[config.mk]
export PLATFORM = sky130hd
export DESIGN_NAME = dual_tone_gen
export DESIGN_NICKNAME = d
export VERILOG_FILES = /design/src/rtl/tone_pkg.sv /design/src/rtl/tone_shaper.sv /design/src/rtl/tone_channel.sv /design/src/rtl/tone_dither.sv /design/src/rtl/dual_tone_gen.sv
export SDC_FILE = /design/constraint.sdc
export NUM_CORES = 1
export LEC_CHECK = 0
export BUFFER_PORTS_ARGS = -buffer_cell sky130_fd_sc_hd__buf_2
export CORE_UTILIZATION = 35
export CTS_CLUSTER_DIAMETER = 30
export CTS_CLUSTER_SIZE = 12
export DETAILED_ROUTE_END_ITERATION = 8
export GPL_TIMING_DRIVEN = 0
export SLEW_MARGIN = 20
export SYNTH_ARGS = -nofsm -noshare
export SYNTH_HDL_FRONTEND = slang
export SYNTH_SLANG_ARGS = --single-unit
[constraint.sdc]
create_clock -name clk_i -period 8.8 [get_ports clk_i]
set_input_delay 1.76 -clock clk_i [delete_from_list [all_inputs] [get_ports clk_i]]
set_output_delay 1.76 -clock clk_i [all_outputs]
set_load 0.1 [all_outputs]
[src/rtl/tone_pkg.sv]
package tone_pkg;

    typedef enum logic [1:0] {
        WAVE_SINE   = 2'd0,
        WAVE_TRI    = 2'd1,
        WAVE_SAW    = 2'd2,
        WAVE_SQUARE = 2'd3
    } wave_e;

    localparam real PI_R = 3.14159265358979323846;

    // Quarter-wave magnitude at the centre of slot idx, rounded to nearest.
    function automatic int quarter_sine(int idx, int depth, int peak);
        real ang;
        ang = PI_R * real'(2 * idx + 1) / (4.0 * real'(depth));
        return $rtoi(real'(peak) * $sin(ang) + 0.5);
    endfunction

endpackage

[src/rtl/tone_shaper.sv]
module tone_shaper
    import tone_pkg::*;
#(
    parameter int IDX_W = 9
) (
    input  logic [IDX_W-1:0]        idx_i,
    input  wave_e                   sel_i,
    output logic signed [IDX_W-1:0] sample_o
);
    localparam int QDEPTH = 2 ** (IDX_W - 2);
    localparam int PEAK   = 2 ** (IDX_W - 1) - 1;
    localparam logic signed [IDX_W-1:0] PEAK_S = IDX_W'(PEAK);

    logic [IDX_W-2:0] rom [QDEPTH];

    for (genvar gi = 0; gi < QDEPTH; gi++) begin : g_rom
        localparam int QV = quarter_sine(gi, QDEPTH, PEAK);
        assign rom[gi] = QV[IDX_W-2:0];
    end

    logic                   half_w;
    logic                   quart_w;
    logic [IDX_W-3:0]       qaddr_w;
    logic [IDX_W-2:0]       mag_w;
    logic [IDX_W-2:0]       fold_w;
    logic signed [IDX_W:0]  tri_w;
    logic signed [IDX_W-1:0] sine_w;
    logic signed [IDX_W-1:0] saw_w;

    assign half_w  = idx_i[IDX_W-1];
    assign quart_w = idx_i[IDX_W-2];
    // second and fourth quarters read the table backwards
    assign qaddr_w = quart_w ? ~idx_i[IDX_W-3:0] : idx_i[IDX_W-3:0];
    assign mag_w   = rom[qaddr_w];
    assign sine_w  = half_w ? -$signed({1'b0, mag_w}) : $signed({1'b0, mag_w});

    assign fold_w  = half_w ? ~idx_i[IDX_W-2:0] : idx_i[IDX_W-2:0];
    assign tri_w   = $signed({1'b0, fold_w, 1'b0}) - $signed((IDX_W+1)'(PEAK));

    assign saw_w   = $signed({~idx_i[IDX_W-1], idx_i[IDX_W-2:0]});

    always_comb begin
        unique case (sel_i)
            WAVE_SINE:   sample_o = sine_w;
            WAVE_TRI:    sample_o = tri_w[IDX_W-1:0];
            WAVE_SAW:    sample_o = saw_w;
            WAVE_SQUARE: sample_o = half_w ? -PEAK_S : PEAK_S;
            default:     sample_o = '0;
        endcase
    end

endmodule

[src/rtl/tone_channel.sv]
module tone_channel
    import tone_pkg::*;
#(
    parameter int PHASE_W = 32,
    parameter int IDX_W   = 9,
    parameter int AMP_W   = 9
) (
    input  logic                            clk_i,
    input  logic                            rst_ni,
    input  logic                            en_i,
    input  logic [PHASE_W-1:0]              freq_i,
    input  logic [1:0]                      sel_i,
    input  logic [AMP_W-1:0]                amp_i,
    output logic signed [IDX_W+AMP_W-1:0]   prod_o
);
    localparam int PROD_W = IDX_W + AMP_W;
    localparam logic signed [IDX_W-1:0] PEAK_S = IDX_W'(2 ** (IDX_W - 1) - 1);

    logic [PHASE_W-1:0]      phase_q;
    logic signed [IDX_W-1:0] sample_q;
    logic signed [IDX_W-1:0] shape_w;
    logic signed [PROD_W:0]  mult_w;
    logic signed [PROD_W-1:0] prod_q;
    wave_e                   sel_w;

    assign sel_w = wave_e'(sel_i);

    tone_shaper #(.IDX_W(IDX_W)) u_shaper (
        .idx_i    (phase_q[PHASE_W-1 -: IDX_W]),
        .sel_i    (sel_w),
        .sample_o (shape_w)
    );

    assign mult_w = sample_q * $signed({1'b0, amp_i});

    always_ff @(posedge clk_i or negedge rst_ni) begin
        if (!rst_ni) begin
            phase_q  <= '0;
            sample_q <= '0;
            prod_q   <= '0;
        end else begin
            if (en_i) begin
                phase_q  <= phase_q + freq_i;
                sample_q <= shape_w;
            end else begin
                sample_q <= '0;
            end
            prod_q <= mult_w[PROD_W-1:0];
        end
    end

    assign prod_o = prod_q;


    phase_adv_chk: assert property (@(posedge clk_i) disable iff (!rst_ni)
        en_i |=> phase_q == $past(phase_q) + $past(freq_i));


    phase_hold_chk: assert property (@(posedge clk_i) disable iff (!rst_ni)
        !en_i |=> (phase_q == $past(phase_q)) && (sample_q == '0));


    square_level_chk: assert property (@(posedge clk_i) disable iff (!rst_ni)
        (en_i && sel_w == WAVE_SQUARE) |=> (sample_q == PEAK_S || sample_q == -PEAK_S));


    zero_amp_chk: assert property (@(posedge clk_i) disable iff (!rst_ni)
        (amp_i == '0) |=> prod_q == '0);

endmodule

[src/rtl/tone_dither.sv]
module tone_dither #(
    parameter int CODE_W = 18,
    parameter int DAC_W  = 9
) (
    input  logic                     clk_i,
    input  logic                     rst_ni,
    input  logic signed [CODE_W-1:0] code_i,
    output logic [DAC_W-1:0]         dac_o
);
    localparam int FRAC_W = CODE_W - DAC_W;
    localparam logic [DAC_W-1:0] MID = DAC_W'(2 ** (DAC_W - 1));

    logic [CODE_W-1:0] offs_w;
    logic [DAC_W-1:0]  top_w;
    logic [FRAC_W:0]   acc_w;
    logic              carry_w;
    logic [FRAC_W-1:0] err_q;
    logic [DAC_W-1:0]  dac_q;

    assign offs_w  = {~code_i[CODE_W-1], code_i[CODE_W-2:0]};
    assign top_w   = offs_w[CODE_W-1 -: DAC_W];
    assign acc_w   = {1'b0, err_q} + {1'b0, offs_w[FRAC_W-1:0]};
    assign carry_w = acc_w[FRAC_W];

    always_ff @(posedge clk_i or negedge rst_ni) begin
        if (!rst_ni) begin
            err_q <= '0;
            dac_q <= MID;
        end else begin
            err_q <= acc_w[FRAC_W-1:0];
            if (carry_w && (&top_w)) dac_q <= top_w;
            else                     dac_q <= top_w + DAC_W'(carry_w);
        end
    end

    assign dac_o = dac_q;


    dac_step_chk: assert property (@(posedge clk_i) disable iff (!rst_ni)
        1'b1 |=> (dac_q == $past(top_w)) || (dac_q == $past(top_w) + DAC_W'(1)));

endmodule

[src/rtl/dual_tone_gen.sv]
module dual_tone_gen #(
    parameter int PHASE_W = 32,
    parameter int IDX_W   = 9,
    parameter int AMP_W   = 9,
    parameter int DAC_W   = 9
) (
    input  logic                             clk_i,
    input  logic                             rst_ni,
    input  logic [1:0]                       chan_en_i,
    input  logic [PHASE_W-1:0]               freq_a_i,
    input  logic [PHASE_W-1:0]               freq_b_i,
    input  logic [1:0]                       wave_a_i,
    input  logic [1:0]                       wave_b_i,
    input  logic [AMP_W-1:0]                 amp_a_i,
    input  logic [AMP_W-1:0]                 amp_b_i,
    output logic signed [IDX_W+AMP_W-1:0]    code_o,
    output logic [DAC_W-1:0]                 dac_o
);
    localparam int NCH    = 2;
    localparam int CODE_W = IDX_W + AMP_W;
    localparam logic signed [CODE_W:0] MAX_C = (CODE_W+1)'(2 ** (CODE_W - 1) - 1);
    localparam logic signed [CODE_W:0] MIN_C = -(CODE_W+1)'(2 ** (CODE_W - 1));

    logic [PHASE_W-1:0]       freq_w [NCH];
    logic [1:0]               sel_w  [NCH];
    logic [AMP_W-1:0]         amp_w  [NCH];
    logic signed [CODE_W-1:0] prod_w [NCH];
    logic signed [CODE_W:0]   total_w;
    logic signed [CODE_W-1:0] clamp_w;
    logic signed [CODE_W-1:0] code_q;

    assign freq_w[0] = freq_a_i;
    assign freq_w[1] = freq_b_i;
    assign sel_w[0]  = wave_a_i;
    assign sel_w[1]  = wave_b_i;
    assign amp_w[0]  = amp_a_i;
    assign amp_w[1]  = amp_b_i;

    for (genvar gc = 0; gc < NCH; gc++) begin : g_ch
        tone_channel #(
            .PHASE_W (PHASE_W),
            .IDX_W   (IDX_W),
            .AMP_W   (AMP_W)
        ) u_chan (
            .clk_i  (clk_i),
            .rst_ni (rst_ni),
            .en_i   (chan_en_i[gc]),
            .freq_i (freq_w[gc]),
            .sel_i  (sel_w[gc]),
            .amp_i  (amp_w[gc]),
            .prod_o (prod_w[gc])
        );
    end

    always_comb begin
        total_w = '0;
        for (int c = 0; c < NCH; c++) total_w = total_w + (CODE_W+1)'(prod_w[c]);
        if (total_w > MAX_C)      clamp_w = MAX_C[CODE_W-1:0];
        else if (total_w < MIN_C) clamp_w = MIN_C[CODE_W-1:0];
        else                      clamp_w = total_w[CODE_W-1:0];
    end

    always_ff @(posedge clk_i or negedge rst_ni) begin
        if (!rst_ni) code_q <= '0;
        else         code_q <= clamp_w;
    end

    tone_dither #(.CODE_W(CODE_W), .DAC_W(DAC_W)) u_dither (
        .clk_i  (clk_i),
        .rst_ni (rst_ni),
        .code_i (code_q),
        .dac_o  (dac_o)
    );

    assign code_o = code_q;


    pos_clamp_chk: assert property (@(posedge clk_i) disable iff (!rst_ni)
        (!prod_w[0][CODE_W-1] && !prod_w[1][CODE_W-1]) |=> !code_q[CODE_W-1]);


    neg_clamp_chk: assert property (@(posedge clk_i) disable iff (!rst_ni)
        (prod_w[0][CODE_W-1] && prod_w[1][CODE_W-1]) |=> code_q[CODE_W-1]);

endmodule

======== Word level (Yosys, flattened, before mapping) ========
Memory sizes are Yosys's and may differ from the RTL's.
Cells that the tools add are included.
cells by class
  add/sub/neg operators ................... 9
  multipliers ............................. 2
  order comparisons ....................... 4
  eq/ne operators ......................... 6
  multiplexer cells ....................... 19
  bitwise operators ....................... 9
  reduce and logical (&&, ||, !) cells .... 4
operators by type and width
  cell                  number
  $pmux 9 s4            2
  $add 32x32->32        2
  $mux 9                7
  $mux 8                6
  $mul 9x10->18         2
  $mux 18               2
  $add 18x18->19        1
  $gt 19x18->1 const B  1
  $lt 19x18->1 const B  1
  $neg 8->9             2
  $sub 9x8->9 const B   2
  $ge 8x8->1 const B    2
  $not 7->8             2
  $not 8->8             2
  $mux 7                2
  $not 7->7             2
  $add 9x9->10          1
  $add 9x1->9           1
  $reduce_and 9->1      1
  $eq 2x2->1 const B    4
  $eq 2x1->1 const B    2
  $logic_not 2->1       2
  $not 1->1             3
  $logic_and 1x1->1     1
storage, ports and cells
  flip-flop bits (word level) ............. 154
  ROM bits ................................ 2048
  bits of input ports ..................... 90
  output and inout bits ................... 27
  word-level logic and storage cells ...... 64
  memories ................................ 2
memory list
  name              depth  width  rd ports  clocked after memory_dff  write ports  RTL line           source
  (name not given)  128    8      1         0                         0            tone_shaper.sv:34  assign mag_w = rom[qaddr_w];
  (name not given)  128    8      1         0                         0            tone_shaper.sv:34

======== Longest topological paths before layout ========
Gate-level depths: netlist (run 1).
  depth after elaboration ................. 10
  depth in mapped cells ................... 22

======== Hierarchy ========
From an unflattened synthesis (run 1), not the netlist that was laid out.
second synthesis, totals
  cell total of the unflattened synthesis .. 2572
  area total of the unflattened synthesis .. 21797.2 sq um
by module, submodules not included
  module                                  times used  cells an instance  area an instance (sq um)  seq. area each (sq um)
  tone_channel at g_ch[1].u_chan          1           678                6495.0                    1476.4
  tone_channel at g_ch[0].u_chan          1           681                6486.2                    1476.4
  tone_shaper at g_ch[1].u_chan.u_shaper  1           491                3248.1                    0.0
  tone_shaper at g_ch[0].u_chan.u_shaper  1           458                2960.3                    0.0
  dual_tone_gen                           1           171                1609.0                    450.4
  tone_dither                             1           93                 998.5                     451.7

======== Worst setup path before layout (run 1) ========
OpenSTA, ideal clock, no wires.
  kind .................................... in2reg
  from .................................... input amp_a_i[3]
  to ...................................... register g_ch[0].u_chan.prod_q[17]
  library setup time ...................... 0.134 ns
  arrival ................................. 6.190 ns
  data required time ...................... 8.666 ns
  setup slack ............................. 2.476 ns
  stages on the path ...................... 18
  path buffers ............................ 1
  cells stage by stage .................... clkbuf_1 -> and2_1 -> fa_1 -> inv_1 -> fa_1 -> inv_1 -> fa_1 -> fa_1 -> fa_1 -> ha_1 -> o21ai_0 -> a21boi_0 -> o21ai_0 -> a21boi_0 -> o21ai_0 -> a21oi_1 -> o41ai_1 -> xnor2_1
on the way
  cells in the longest elaborated chain, start to end .. 1
RTL lines
  item                           RTL line             source
  start: declaration             dual_tone_gen.sv:14  input logic [AMP_W-1:0] amp_a_i,
  $mul 9x10->18                  tone_channel.sv:34   assign mult_w = sample_q * $signed({1'b0, amp_i});
  via g_ch[0].u_chan.mult_w[17]  tone_channel.sv:22   logic signed [PROD_W:0] mult_w;
  end signal: assignment         tone_channel.sv:48   prod_q <= mult_w[PROD_W-1:0];
  end: declaration               tone_channel.sv:23   logic signed [PROD_W-1:0] prod_q;
The timed path passes the listed nets, and every way through them passes these cells.
A chain may end at the register's enable or synchronous reset.

======== Final worst setup path (run 1) ========
  from .................................... input amp_a_i[1]
  to ...................................... register g_ch[0].u_chan.prod_q[17]
The elaborated chain is that of the path after synthesis.

==> results_dict.tcl, run 1 <==
set metrics [dict create \
    seq_area_mm2 0.00385 \
    period_needed_ps 6380 \
    vias 18500 \
    yosysWarningCount 0 \
    die_area_mm2 0.0587 \
    crit_start "amp_a_i[1]" \
    crit_slowest_cell "fa_1" \
    insertion_delay_ps 490 \
    netlist_instances 2367 \
    die_y_um 242 \
    setup_viol 0 \
    syn_area_mm2 0.0202 \
    port_buffers 112 \
    whs_path_depth 1 \
    pin_count 117 \
    slew_violations 0 \
    worstMarginPinSlew_ps 767 \
    crit_chain "clkbuf_1, nand2_1, fa_1, fa_1, inv_1, fa_1, fa_1, fa_1, ha_1, o21ai_0, a21boi_0, o21ai_0, a21boi_0, o21ai_0, a21oi_1, o41ai_1, xnor2_1" \
    fin_crit_sh 0.725 \
    nets 2902 \
    worstPathRequired_ps 9140 \
    synthArstFlopShare 1.00 \
    cts.sinks 154 \
    arrival_ps 6720 \
    netlist.area_leader.share 0.190 \
    hp-class "flop to flop" \
    reg2reg_depth 20 \
    holdBufCountCts 0 \
    crit_type "input port to flop" \
    numCtsBuffers 17 \
    critPathCaptureType "flop" \
    grt_max_degree 84 \
    ctsHtreeMaxLevel 4 \
    r2r-start "g_ch[0].u_chan.phase_q[30]" \
    synth_fp_nets 2770 \
    num_rows 87 \
    yosysSeqAreaShare 0.191 \
    grt_pass1_vias 18600 \
    cp-start-kind "input port" \
    setup_tns_ps 0 \
    max_freq_mhz 157 \
    synth_edf_count 0 \
    start_util 0.356 \
    core_area_mm2 0.0567 \
    ys.flop_type "dfrtp_1" \
    grt_usage 0.217 \
    synth_top_area_cell "dfrtp_1" \
    slowest_delay_ps 600 \
    cp_common_cell "fa_1" \
    clock_path_buffers 2 \
    clk_pin_slew_ps 70 \
    die_x_um 242 \
    rr_endpoint "g_ch[0].u_chan.sample_q[4]" \
    wire_per_inst_um 19.4 \
    synth.avg_cell_area_um2 8.53 \
    cap_violations 0 \
    nFillCells 5742 \
    drtAntennaViolNets 0 \
    synth.distinct_cells 104 \
    dpl.hpwl_um 49700 \
    status "complete, no violations" \
    cp_max_fo 9 \
    post_cts_buffers 0 \
    cts_tree "built" \
    fin_skew_ps 22.1 \
    synth.area.top_cells "dfrtp_1 19%, ha_1 13%, fa_1 10%" \
    grt_remaining_overflow 0 \
    finalHoldViolCount 0 \
    crit_end "g_ch[0].u_chan.prod_o[17]" \
    postCtsResizedCells 0 \
    drt_iter0_markers 1388 \
    drc 0 \
    multi_input_area_mm2 0.0149 \
    cts_root_buf "clkbuf_16" \
    antenna_found_initial 4 \
    first_pass_iters 7 \
    gp_congestion 0.995 \
    drive_above_1_share 0.122 \
    maxSlewHeadroom 0.486 \
    wl_um 63400 \
    rrSetupSlack_ps 2720 \
    syn_to_final_growth_pct 10.6 \
    ys_ff_latch 154 \
    vias_per_cell 5.65 \
    rsz0062_at_grt "false" \
    grt_pass1_wl_um 102000 \
]
[worst max-delay path, delay by kind of cell]
kind / cells / cell delay [ps]
adders and majority gates: 6 / 2960
AOI/OAI and AO/OA: 7 / 1360
xor gates and xnor gates: 1 / 140
buffers and inverters: 2 / 390
and+or+nand+nor: 1 / 130
[synthesized netlist by cell type, drive strengths merged (16+ instances only)]
cell type    n
a211oi      29
a21boi      16
a21o        52
a21oi      153
a31oi       24
and2       104
buf         71
clkbuf      56
dfrtp      153
fa         104
ha         209
inv        194
mux2        42
mux2i       29
nand2      163
nand2b      66
nand3       54
nor2       135
nor2b       58
nor3        46
o211ai      27
o21a        22
o21ai      114
o21bai      19
o22ai       22
or2         16
xnor2       96
xor2        45
[how the worst min path moves through the flow]
stage	startpoint	end	slack, ps
final	u_dither.err_q[0]	u_dither.err_q[0]	470
after CTS	u_dither.err_q[0]	u_dither.err_q[0]	480
after floorplan	u_dither.err_q[0]	u_dither.err_q[0]	440
after global routing	u_dither.err_q[0]	u_dither.err_q[0]	490
after global placement	u_dither.err_q[0]	u_dither.err_q[0]	450
after detailed placement	u_dither.err_q[0]	u_dither.err_q[0]	470
[layout by cell type, fill, tap and decap left out, drive strengths merged, types with 19 or more instances in the layout]
cell / synthesis / layout
ha: 209 / 209
inv: 194 / 200
buf: 71 / 184
nand2: 163 / 163
a21oi: 153 / 153
dfrtp: 153 / 153
nor2: 135 / 135
o21ai: 114 / 114
fa: 104 / 104
and2: 104 / 104
xnor2: 96 / 96
clkbuf: 56 / 74
nand2b: 66 / 66
nor2b: 58 / 58
nand3: 54 / 54
a21o: 52 / 52
nor3: 46 / 46
xor2: 45 / 45
mux2: 42 / 42
mux2i: 29 / 29
a211oi: 29 / 29
o211ai: 27 / 27
a31oi: 24 / 24
o21a: 22 / 22
o22ai: 22 / 22
o21bai: 19 / 19
[kinds of logic after synthesis]
kind of cell / after synthesis / synth area share
and+or+nand+nor: 729 / 0.190
adders and majority gates: 315 / 0.234
xor gates and xnor gates: 141 / 0.0615
buffers and inverters: 325 / 0.0698
AOI/OAI and AO/OA: 628 / 0.212
muxes: 75 / 0.0423
DFF: 154 / 0.191
[area by class of cell]
| type | instances | share of cell area |
|---|---|---|
| buffer | 127 | 0.0298 |
| antenna | 1 | 0.000112 |
| sequential | 154 | 0.173 |
| clock buffer | 18 | 0.0197 |
| inverter | 198 | 0.0333 |
| tap | 756 | 0.0424 |
| multi-input combinational | 1888 | 0.668 |
| timing repair buffer | 113 | 0.0268 |
| clock inverter | 14 | 0.00695 |
[layer usage]
metal	vias to the layer above	global-route usage	part of all wire
met1	9012	0.284	0.44
li1	8626	-	-
met3	121	0.0333	0.063
met4	6	0.0780	0.030
met2	691	0.362	0.47
met5	-	0	0.00073
[through the flow]
stage	cell area [um^2]	instances	worst slack, ps	hold WS [ps]	util
after floorplan	20200	2367	2480	443	-
after detailed placement	21700	3236	1930	467	0.383
after global routing	22300	3269	1990	491	0.394
after global placement	21700	3235	1930	454	0.383
after CTS	22300	3268	2410	484	0.394
final	22300	3269	2420	475	0.394
[registers in the layout (all words and copies together) (netlist names)]
register and count:
u_dither.dac_o 9, g_ch.u_chan.sample_q 18, g_ch.u_chan.prod_o 36, g_ch.u_chan.phase_q 64, code_o 18, u_dither.err_q 9
Power of run 1 is left out: the tool's default activity adds up to more than one toggle a clock period on the data nets, which glitch-free logic cannot reach.
==> run 2: changes to the inputs <==
==> constraint.sdc (replaced) <==
create_clock -name clk_i -period 5.2 [get_ports clk_i]
set_input_delay 1.04 -clock clk_i [delete_from_list [all_inputs] [get_ports clk_i]]
set_output_delay 1.04 -clock clk_i [all_outputs]
set_load 0.1 [all_outputs]
==> results_dict.tcl, run 2 (synthesized netlist as in run 1, its figures left out) <==
set metrics [dict create \
    status "complete, no violations" \
    grt_pass1_wl_um 103000 \
    critPathCaptureType "flop" \
    worstPathRequired_ps 5570 \
    fin_skew_ps 13.8 \
    crit_type "input port to flop" \
    gp_congestion 0.985 \
    arrival_ps 5430 \
    pin_count 117 \
    cts_root_buf "clkbuf_16" \
    port_buffers 112 \
    ctsHtreeMaxLevel 4 \
    nFillCells 5721 \
    cp-start-kind "input port" \
    r2r-start "g_ch[0].u_chan.sample_q[8]" \
    grt_pass1_vias 18900 \
    period_needed_ps 5060 \
    first_pass_iters 5 \
    hp-class "flop to flop" \
    slew_violations 0 \
    setup_viol 0 \
    final_common_cell "ha_1" \
    hp-start "u_dither.err_q[0]" \
    drc 0 \
    maxSlewHeadroom 0.403 \
    largest_reg_flops 64 \
    drive_above_1_share 0.146 \
    num_rows 87 \
    wire_per_inst_um 19.8 \
    crit_start "amp_b_i[0]" \
    postLayoutCoreUtil 0.401 \
    drtAntennaViolNets 0 \
    fin_crit_sh 0.973 \
    syn_to_final_growth_pct 12.6 \
    dpl.hpwl_um 50600 \
    drt_iter0_markers 1499 \
    antenna_found_initial 5 \
    vias_per_cell 5.66 \
    cap_violations 0 \
    worstMarginPinSlew_ps 896 \
    final_cell_mix "201 x ha_1, 189 x inv_1, 159 x nand2_1, 152 x dfrtp_1, 148 x a21oi_1" \
    cp_max_fo 9 \
    die_y_um 242 \
    nets 2901 \
    core_area_mm2 0.0567 \
    n_antenna_cell 0 \
    grt_usage 0.221 \
    grt_max_degree 92 \
    finalHoldViolCount 0 \
    whs_path_depth 1 \
    vias 18500 \
    cts.sinks 154 \
    holdBufCountCts 0 \
    clk_pin_slew_ps 80 \
    insertion_delay_ps 490 \
    setup_tns_ps 0 \
    die_x_um 242 \
    wl_um 64700 \
    grt_remaining_overflow 0 \
    largest_register "g_ch.u_chan.phase_q" \
    die_area_mm2 0.0587 \
    reg2reg_depth 17 \
    multi_input_area_mm2 0.0152 \
    cts_tree "built" \
    start_util 0.356 \
    seq_area_mm2 0.00386 \
    clock_path_buffers 2 \
    numCtsBuffers 17 \
    max_freq_mhz 198 \
]
-- run 2: cell types whose count changed in the layout (fill, tap and decap cells not counted), sizes merged --
cell      change
clkbuf        -8
buf           +6
inv           +3
clkinvlp      -2
diode         -1
-- run 2: stage by stage --
stage	setup slack (ps)	hold WS [ps]	cells	cell area, um^2
after global placement	-881	454	3235	21800
after global routing	-57.5	487	3267	22700
after floorplan	-22.6	443	2367	20300
after detailed placement	-743	460	3237	21800
final	138	475	3267	22700
after CTS	0.562	478	3267	22500
-- run 2: repair_timing --
action                     4_1_cts  5_1_grt
buffers inserted                 0        8
hold endpoints to repair         0        0
resized for setup               15       81
pin swaps                        0       30
setup endpoints to repair       14       17
cloned                           0        0
-- run 2: cell type report --
cell class,instances,area share
well taps,756,0.0416
plain buffers,117,0.0294
flip-flops and latches,154,0.170
repair buffers,122,0.0327
inverters,198,0.0327
multi-input cells,1888,0.668
clock inverters,15,0.00748
clock buffers,17,0.0187
-- run 2: critical path, stage by stage --
cell and delay (ps):
buf_4 140, nand2b_4 150, fa_1 470, fa_1 510, inv_2 40, fa_1 560, fa_1 440, fa_1 560
ha_4 210, inv_1 40, o21ai_0 80, a21oi_1 190, nand2b_4 160, a21boi_2 60, o31a_1 300, o41ai_2 350
xnor2_1 110
-- run 2: worst paths after layout --
kind	to	slack [ps]
min	u_dither.err_q[0]	470
max reg2reg	g_ch[0].u_chan.prod_o[17]	230
max	g_ch[1].u_chan.prod_o[16]	140
min in group asynchronous	g_ch[0].u_chan.phase_q[0]	550
min reg2reg	u_dither.err_q[0]	470
max in group asynchronous	g_ch[1].u_chan.phase_q[7]	3860
-- run 2: layer usage --
metal / routed length (um) / GRT usage / vias up
li1: - / - / 8646
met1: 28500 / 0.291 / 9018
met2: 30200 / 0.367 / 670
met3: 4250 / 0.0371 / 131
met4: 1650 / 0.0715 / 10
met5: 58 / 0 / -
Power of run 2 is left out for the same reason.
